$ cat config.mk
export PLATFORM = sky130hd
export DESIGN_NAME = sbio_port
export DESIGN_NICKNAME = d
export VERILOG_FILES = /design/src/rtl/sbio_pkg.sv /design/src/rtl/sbio_seq.sv /design/src/rtl/sbio_shift.sv /design/src/rtl/sbio_port.sv
export SDC_FILE = /design/constraint.sdc
export NUM_CORES = 1
export LEC_CHECK = 0
export ABC_AREA = 1
export BUFFER_PORTS_ARGS = -buffer_cell sky130_fd_sc_hd__buf_2
export CORE_ASPECT_RATIO = 1.75
export CORE_UTILIZATION = 55
export CTS_CLUSTER_DIAMETER = 150
export DETAILED_ROUTE_END_ITERATION = 10
export MAX_ROUTING_LAYER = met4
export PLACE_DENSITY_LB_ADDON = 0.05
export SLEW_MARGIN = 10
export SYNTH_ARGS = -nofsm -noshare
export SYNTH_HDL_FRONTEND = slang
export SYNTH_SLANG_ARGS = --single-unit
$ cat constraint.sdc
create_clock -name clk_i -period 1.8 [get_ports clk_i]
set_clock_uncertainty 0.15 [all_clocks]
set_input_delay 0.09 -clock clk_i [delete_from_list [all_inputs] [get_ports clk_i]]
set_output_delay 0.09 -clock clk_i [all_outputs]
set_load 0.03 [all_outputs]
$ cat src/rtl/sbio_pkg.sv
package sbio_pkg;
  typedef enum logic [1:0] {
    ST_IDLE  = 2'd0,
    ST_XFER  = 2'd1,
    ST_DRAIN = 2'd2
  } sbio_state_e;
endpackage

$ cat src/rtl/sbio_seq.sv
module sbio_seq
  import sbio_pkg::*;
#(
  parameter int ADDR_W = 12,
  parameter int IDX_W  = 4
) (
  input  logic              clk_i,
  input  logic              rst_ni,
  input  logic              start_i,
  input  logic              dir_wr_i,
  input  logic [ADDR_W-1:0] base_i,
  input  logic [IDX_W-1:0]  len_i,
  output logic              accept_o,
  output logic              strobe_o,
  output logic              samp_o,
  output logic [IDX_W-1:0]  samp_idx_o,
  output logic [ADDR_W-1:0] addr_o,
  output logic              busy_o,
  output logic              done_o
);
  sbio_state_e       state_q;
  logic [ADDR_W-1:0] addr_q;
  logic [IDX_W-1:0]  idx_q, last_q, samp_idx_q;
  logic              dir_q, done_q, samp_q;
  logic              last_bit;

  assign accept_o = (state_q == ST_IDLE) && start_i;
  assign last_bit = (idx_q == last_q);

  always_ff @(posedge clk_i or negedge rst_ni) begin
    if (!rst_ni) begin
      state_q <= ST_IDLE;
      addr_q  <= '0;
      idx_q   <= '0;
      last_q  <= '0;
      dir_q   <= 1'b0;
      done_q  <= 1'b0;
    end else begin
      done_q <= 1'b0;
      unique case (state_q)
        ST_IDLE: if (start_i) begin
          addr_q  <= base_i;
          idx_q   <= '0;
          last_q  <= len_i - 1'b1;  // code 0 wraps to full width
          dir_q   <= dir_wr_i;
          state_q <= ST_XFER;
        end
        ST_XFER: begin
          addr_q <= addr_q + 1'b1;
          idx_q  <= idx_q + 1'b1;
          if (last_bit) begin
            if (dir_q) begin
              state_q <= ST_IDLE;
              done_q  <= 1'b1;
            end else begin
              state_q <= ST_DRAIN;  // wait for final input sample
            end
          end
        end
        ST_DRAIN: begin
          state_q <= ST_IDLE;
          done_q  <= 1'b1;
        end
        default: state_q <= ST_IDLE;
      endcase
    end
  end

  // input data returns one cycle after its address
  always_ff @(posedge clk_i or negedge rst_ni) begin
    if (!rst_ni) begin
      samp_q     <= 1'b0;
      samp_idx_q <= '0;
    end else begin
      samp_q     <= (state_q == ST_XFER) && !dir_q;
      samp_idx_q <= idx_q;
    end
  end

  assign strobe_o   = (state_q == ST_XFER) && dir_q;
  assign samp_o     = samp_q;
  assign samp_idx_o = samp_idx_q;
  assign addr_o     = addr_q;
  assign busy_o     = (state_q != ST_IDLE);
  assign done_o     = done_q;

  p_addr_step_r3: assert property (@(posedge clk_i) disable iff (!rst_ni)
    (state_q == ST_XFER && !last_bit) |=> (addr_q == $past(addr_q) + 1'b1));

  p_start_ignored_r7: assert property (@(posedge clk_i) disable iff (!rst_ni)
    (state_q != ST_IDLE && start_i) |=> ($stable(last_q) && $stable(dir_q)));

  p_done_pulse_r6: assert property (@(posedge clk_i) disable iff (!rst_ni)
    done_q |=> !done_q);
endmodule

$ cat src/rtl/sbio_shift.sv
module sbio_shift #(
  parameter int DATA_W = 16,
  parameter int IDX_W  = 4
) (
  input  logic              clk_i,
  input  logic              rst_ni,
  input  logic              load_i,
  input  logic              dir_wr_i,
  input  logic [DATA_W-1:0] wdata_i,
  input  logic              shift_i,
  input  logic              samp_i,
  input  logic [IDX_W-1:0]  samp_idx_i,
  input  logic              din_i,
  output logic              dout_o,
  output logic [DATA_W-1:0] rdata_o
);
  logic [DATA_W-1:0] tx_q, rx_q;

  always_ff @(posedge clk_i or negedge rst_ni) begin
    if (!rst_ni) begin
      tx_q <= '0;
    end else if (load_i && dir_wr_i) begin
      tx_q <= wdata_i;
    end else if (shift_i) begin
      tx_q <= tx_q >> 1;
    end
  end

  always_ff @(posedge clk_i or negedge rst_ni) begin
    if (!rst_ni) begin
      rx_q <= '0;
    end else if (load_i && !dir_wr_i) begin
      rx_q <= '0;  // unused upper bits stay zero
    end else if (samp_i) begin
      rx_q[samp_idx_i] <= din_i;
    end
  end

  assign dout_o  = tx_q[0];
  assign rdata_o = rx_q;

  p_rx_clear_r5: assert property (@(posedge clk_i) disable iff (!rst_ni)
    (load_i && !dir_wr_i) |=> (rx_q == '0));
endmodule

$ cat src/rtl/sbio_port.sv
module sbio_port #(
  parameter int ADDR_W = 12,
  parameter int DATA_W = 16,
  localparam int IDX_W = $clog2(DATA_W)
) (
  input  logic              clk_i,
  input  logic              rst_ni,
  input  logic              start_i,
  input  logic              dir_wr_i,
  input  logic [ADDR_W-1:0] base_addr_i,
  input  logic [IDX_W-1:0]  len_i,
  input  logic [DATA_W-1:0] wdata_i,
  output logic [DATA_W-1:0] rdata_o,
  output logic              done_o,
  output logic              busy_o,
  output logic [ADDR_W-1:0] io_addr_o,
  output logic              io_dout_o,
  output logic              io_wr_o,
  input  logic              io_din_i
);
  logic             accept, strobe, samp;
  logic [IDX_W-1:0] samp_idx;

  sbio_seq #(.ADDR_W(ADDR_W), .IDX_W(IDX_W)) u_seq (
    .clk_i      (clk_i),
    .rst_ni     (rst_ni),
    .start_i    (start_i),
    .dir_wr_i   (dir_wr_i),
    .base_i     (base_addr_i),
    .len_i      (len_i),
    .accept_o   (accept),
    .strobe_o   (strobe),
    .samp_o     (samp),
    .samp_idx_o (samp_idx),
    .addr_o     (io_addr_o),
    .busy_o     (busy_o),
    .done_o     (done_o)
  );

  sbio_shift #(.DATA_W(DATA_W), .IDX_W(IDX_W)) u_shift (
    .clk_i      (clk_i),
    .rst_ni     (rst_ni),
    .load_i     (accept),
    .dir_wr_i   (dir_wr_i),
    .wdata_i    (wdata_i),
    .shift_i    (strobe),
    .samp_i     (samp),
    .samp_idx_i (samp_idx),
    .din_i      (io_din_i),
    .dout_o     (io_dout_o),
    .rdata_o    (rdata_o)
  );

  assign io_wr_o = strobe;

  p_done_after_busy_r6: assert property (@(posedge clk_i) disable iff (!rst_ni)
    $rose(done_o) |-> $past(busy_o));

  p_idle_no_strobe_r4: assert property (@(posedge clk_i) disable iff (!rst_ni)
    !busy_o |-> !io_wr_o);
endmodule

==> run_summary.xml <==
<?xml version="1.0" encoding="UTF-8"?>
<metrics>
  <group name="run_status">
    <metric name="outcome" unit="">complete, no violations</metric>
  </group>
  <group name="worst_setup_path">
    <metric name="worstPathCellList" unit="">inv_2, ha_4, nand2_2, inv_2, buf_4</metric>
    <metric name="worstSetupStartpoint" unit="">u_seq.state_q[1]</metric>
    <metric name="critical_path_class" unit="">flip-flop to output pin</metric>
    <metric name="slack_of_the_worst_reg_to_reg_path" unit="ns">0.11</metric>
    <metric name="setup.worst_path.end" unit="">io_wr_o</metric>
    <metric name="r2r-start" unit="">u_seq.state_q[0]</metric>
    <metric name="worst-path-stages" unit="">5</metric>
    <metric name="cpLargestDelayFamily" unit="">flip-flops</metric>
    <metric name="required_arrival_time_at_the_worst_endpoint" unit="ns">1.56</metric>
    <metric name="cp_num_buf_inv" unit="">3</metric>
    <metric name="reg2reg_depth" unit="">8</metric>
    <metric name="timing.critical_path.slowest_stage_cell" unit="">sky130_fd_sc_hd__dfrtp_1</metric>
    <metric name="category_of_the_worst_setup_path_launch_point" unit="">flip-flop</metric>
    <metric name="worstPathArrival" unit="ns">1.47</metric>
    <metric name="worst_path_most_repeated_cell" unit="">sky130_fd_sc_hd__inv_2</metric>
    <metric name="crit_path_max_fanout" unit="">9</metric>
    <metric name="critPathCaptureType" unit="">output pin</metric>
    <metric name="critical_path.max_stage_delay" unit="ns">0.41</metric>
    <metric name="worstReg2RegEnd" unit="">u_seq.addr_o[3]</metric>
  </group>
  <group name="floorplan">
    <metric name="rows" unit="">36</metric>
    <metric name="fp.dieW" unit="µm">60.1</metric>
    <metric name="die-height" unit="µm">104</metric>
    <metric name="core-area" unit="µm²">5630</metric>
    <metric name="initial_core_util" unit="%">57.8</metric>
    <metric name="die_area" unit="µm²">6240</metric>
    <metric name="ioPinCount" unit="">69</metric>
  </group>
  <group name="sta">
    <metric name="layout_min_cycle_time" unit="ns">1.71</metric>
    <metric name="timing_worst_slew_pin_value" unit="ns">0.409</metric>
    <metric name="hold_viol" unit="">0</metric>
    <metric name="final_min_period_over_clock_period" unit="%">95.2</metric>
    <metric name="maxClockFrequency" unit="GHz">0.584</metric>
    <metric name="worst_slew_margin_rel" unit="%">72.5</metric>
    <metric name="final_max_slew_viol_count" unit="">0</metric>
    <metric name="setup-violations-final" unit="">0</metric>
    <metric name="rsz0062_at_grt" unit="">true</metric>
  </group>
  <group name="detailed_routing">
    <metric name="drt_first_pass_iters" unit="">4</metric>
    <metric name="drt_via_density" unit="">5.00</metric>
    <metric name="first_iter_violations" unit="">176</metric>
    <metric name="route.vias.total" unit="">3058</metric>
    <metric name="ant_nets" unit="">0</metric>
    <metric name="detail_route.drc_violations" unit="">0</metric>
    <metric name="wire_per_inst" unit="µm">12.1</metric>
    <metric name="routed_wirelength" unit="mm">7.42</metric>
  </group>
  <group name="logic_synthesis">
    <metric name="synth_fp_nets" unit="">465</metric>
    <metric name="yosysSeqAreaShare" unit="%">46.9</metric>
    <metric name="synth.largest_area_cell" unit="">sky130_fd_sc_hd__dfrtp_1</metric>
    <metric name="post_synth_main_area_contributors" unit="">sky130_fd_sc_hd__dfrtp_1, sky130_fd_sc_hd__nand2_1, sky130_fd_sc_hd__inv_1</metric>
    <metric name="ys_types" unit="">32</metric>
    <metric name="netlist_area" unit="µm²">3250</metric>
    <metric name="synth.avg_cell_area" unit="µm²">7.73</metric>
    <metric name="synthesis.instances" unit="">421</metric>
    <metric name="yosysTopAreaCellShare" unit="%">46.9</metric>
    <metric name="warning_count_from_the_yosys_run" unit="">0</metric>
    <metric name="postSynthRegisterBits" unit="">61</metric>
  </group>
  <group name="global_routing">
    <metric name="grt_pass1_vias" unit="">2851</metric>
    <metric name="aggregate_global_route_resource_usage" unit="%">26.6</metric>
    <metric name="global_route.usage.met3" unit="%">4.99</metric>
    <metric name="grtUsageMet1" unit="%">30.0</metric>
    <metric name="grt_remaining_overflow" unit="">0</metric>
    <metric name="grtUsageMet2" unit="%">42.7</metric>
    <metric name="grt_busiest_layer" unit="">met2</metric>
    <metric name="grt_antenna_before_repair" unit="">0</metric>
    <metric name="grt_max_degree" unit="">62</metric>
    <metric name="wire_length_of_the_first_global_routing_pass" unit="mm">12.1</metric>
  </group>
  <group name="finish">
    <metric name="areaGrowthSynthToFinish" unit="%">31.4</metric>
    <metric name="final_core_utilization" unit="%">75.9</metric>
    <metric name="final_layout_size_suffix_gt1_share" unit="%">22.4</metric>
    <metric name="final_nets" unit="">574</metric>
    <metric name="diodes_inserted" unit="">0</metric>
    <metric name="final_cell_count_no_fill" unit="">611</metric>
    <metric name="stdcell_area" unit="µm²">4280</metric>
  </group>
  <group name="pwr">
    <metric name="power_switching" unit="µW">2940</metric>
    <metric name="clock_power_share" unit="%">19.4</metric>
    <metric name="switching_share" unit="%">44.3</metric>
    <metric name="power.share.sequential" unit="%">34.0</metric>
    <metric name="power_density" unit="nW/µm²">1550</metric>
    <metric name="combPwrFrac" unit="%">46.6</metric>
    <metric name="max-vdd-ir-drop" unit="µV">1070</metric>
    <metric name="internal_power" unit="µW">3700</metric>
    <metric name="power.static_leakage" unit="µW">0.00238</metric>
  </group>
  <group name="clock_tree">
    <metric name="worst_skew_pair.late_latency" unit="ns">0.35</metric>
    <metric name="number_of_buffers_inserted_during_clock_tree_synthesis" unit="">9</metric>
    <metric name="clockBufferDepth" unit="">2</metric>
    <metric name="cts_max_level" unit="">3</metric>
    <metric name="cts.sinks" unit="">61</metric>
    <metric name="clk_root_buffer_cell" unit="">sky130_fd_sc_hd__clkbuf_8</metric>
    <metric name="cts_setup_buffers" unit="">0</metric>
    <metric name="tritoncts_clock_tree" unit="">done</metric>
    <metric name="clk_slew_on_worst_s_h_paths" unit="ns">0.07</metric>
  </group>
  <group name="job">
    <metric name="count_of_max_cap_constraint_violations" unit="">0</metric>
  </group>
  <group name="place">
    <metric name="post-place-cells" unit="">558</metric>
    <metric name="port_buffers" unit="">68</metric>
    <metric name="placed_cell_area" unit="µm²">3650</metric>
    <metric name="gpl.final_weighted_congestion" unit="">0.877</metric>
    <metric name="dp_hpwl" unit="mm">4.83</metric>
  </group>
  <group name="min_path">
    <metric name="class_of_the_tightest_hold_or_removal_check" unit="">input port to flip-flop</metric>
  </group>
</metrics>
## final cells by class
type / instances / area (µm²)
clock buffers: 12 / 165
clock inverters: 4 / 45.0
fillers: 417 / 1360
inverters: 70 / 268
multi-input cells: 278 / 1420
flip-flops and latches: 61 / 1530
well taps: 76 / 95.1
repair buffers: 110 / 761
## per-layer routing
metal / wire length [µm] / up-vias / share of wire (%)
met2: 3860 / 85 / 52
met4: 175 / 0 / 2.4
met3: 296 / 19 / 4.0
li1: - / 1543 / -
met5: 0 / - / 0
met1: 3090 / 1411 / 42
## sequential cells by signal, indices dropped and copies added (netlist names)
signal,count
u_seq.last_q,4
u_shift.tx_q,16
u_seq.state_q,2
u_shift.rdata_o,16
u_seq.samp_idx_o,4
u_seq.done_o,1
u_seq.dir_q,1
u_seq.addr_o,12
u_seq.idx_q,4
u_seq.samp_o,1
## cell families (layout without fill, tap and decap cells)
| group | after synthesis | in the layout | share of synthesized area [%] |
|---|---|---|---|
| xor gates and xnor gates | 3 | 3 | 0.808 |
| AOI/OAI and AO/OA | 85 | 85 | 13.9 |
| buffers and inverters | 83 | 196 | 11.2 |
| and+or+nand+nor | 182 | 183 | 24.5 |
| adders and majority gates | 7 | 7 | 2.69 |
| DFF | 61 | 61 | 46.9 |
## through the flow
step	setup TNS, ns	power (µW)	hold WS, ns	setup slack (ns)
2_1_floorplan	0	4460	-0.356	0.120
3_3_place_gp	0	5130	-0.0264	0.0977
3_5_place_dp	0	5190	-0.0256	0.0140
4_1_cts	0	6570	0.0757	0.00154
5_1_grt	-0.0212	7190	0.106	-0.0119
6_report	0	6640	0.0931	0.0864
## cells in the mapped netlist, drive strengths merged
library cell and instances:
a21boi 2, a21oi 6, a31oi 3, buf 12, clkbuf 1, dfrtp 61, ha 7, inv 70
nand2 124, nand3 19, nand3b 2, nand4 3, nor2 30, nor3 2, o21ai 67, o21bai 2
o22ai 5, or2 2, xnor2 2, xor2 1
## tightest hold or removal path: stages
cell	delay (ns)
sky130_fd_sc_hd__buf_2	0.10
sky130_fd_sc_hd__inv_1	0.09
sky130_fd_sc_hd__nor2_4	0.10
sky130_fd_sc_hd__o21ai_1	0.14
sky130_fd_sc_hd__inv_1	0.04
## repair_timing
| action | 4_1_cts | 5_1_grt |
|---|---|---|
| pin swaps | 0 | 1 |
| gates cloned | 0 | 1 |
| gates resized for setup | 4 | 7 |
| endpoints found under the hold margin | 94 | 0 |
| hold buffers | 36 | 0 |
| endpoints found under the setup margin | 1 | 22 |
## power groups by stage
stage / combinational [µW] / sequential, µW / clock [µW]
final: 3100 / 2260 / 1290
after global routing: 3510 / 2320 / 1360
after CTS: 3020 / 2250 / 1310
after detailed placement: 2920 / 2270 / 0
after global placement: 2880 / 2250 / 0
after floorplan: 1850 / 2610 / 0
## worst min path at each step
stage | depth (start not counted) | slack [ns] | to | from
2_1_floorplan | 0 | -0.36 | u_seq.addr_o[0] | rst_ni
3_3_place_gp | 2 | -0.03 | u_shift.rdata_o[5] | rst_ni
3_5_place_dp | 2 | -0.03 | u_shift.rdata_o[5] | rst_ni
4_1_cts | 5 | 0.08 | u_shift.rdata_o[0] | io_din_i
5_1_grt | 5 | 0.11 | u_shift.rdata_o[1] | io_din_i
6_report | 5 | 0.09 | u_shift.rdata_o[3] | io_din_i
## cell usage in the layout (no fill, tap or decap), types with 6 or more instances in the layout
master / synthesis / layout
sky130_fd_sc_hd__nand2_2: 10 / 10
sky130_fd_sc_hd__o21ai_0: 33 / 33
sky130_fd_sc_hd__inv_1: 66 / 64
sky130_fd_sc_hd__dlygate4sd3_1: 0 / 36
sky130_fd_sc_hd__dfrtp_1: 61 / 61
sky130_fd_sc_hd__nor2_1: 26 / 26
sky130_fd_sc_hd__buf_2: 6 / 67
sky130_fd_sc_hd__buf_4: 1 / 6
sky130_fd_sc_hd__o21ai_1: 34 / 34
sky130_fd_sc_hd__clkbuf_8: 0 / 12
sky130_fd_sc_hd__nand2_1: 111 / 110
sky130_fd_sc_hd__nand3_1: 19 / 19
Power figures use the tool's default switching activity.
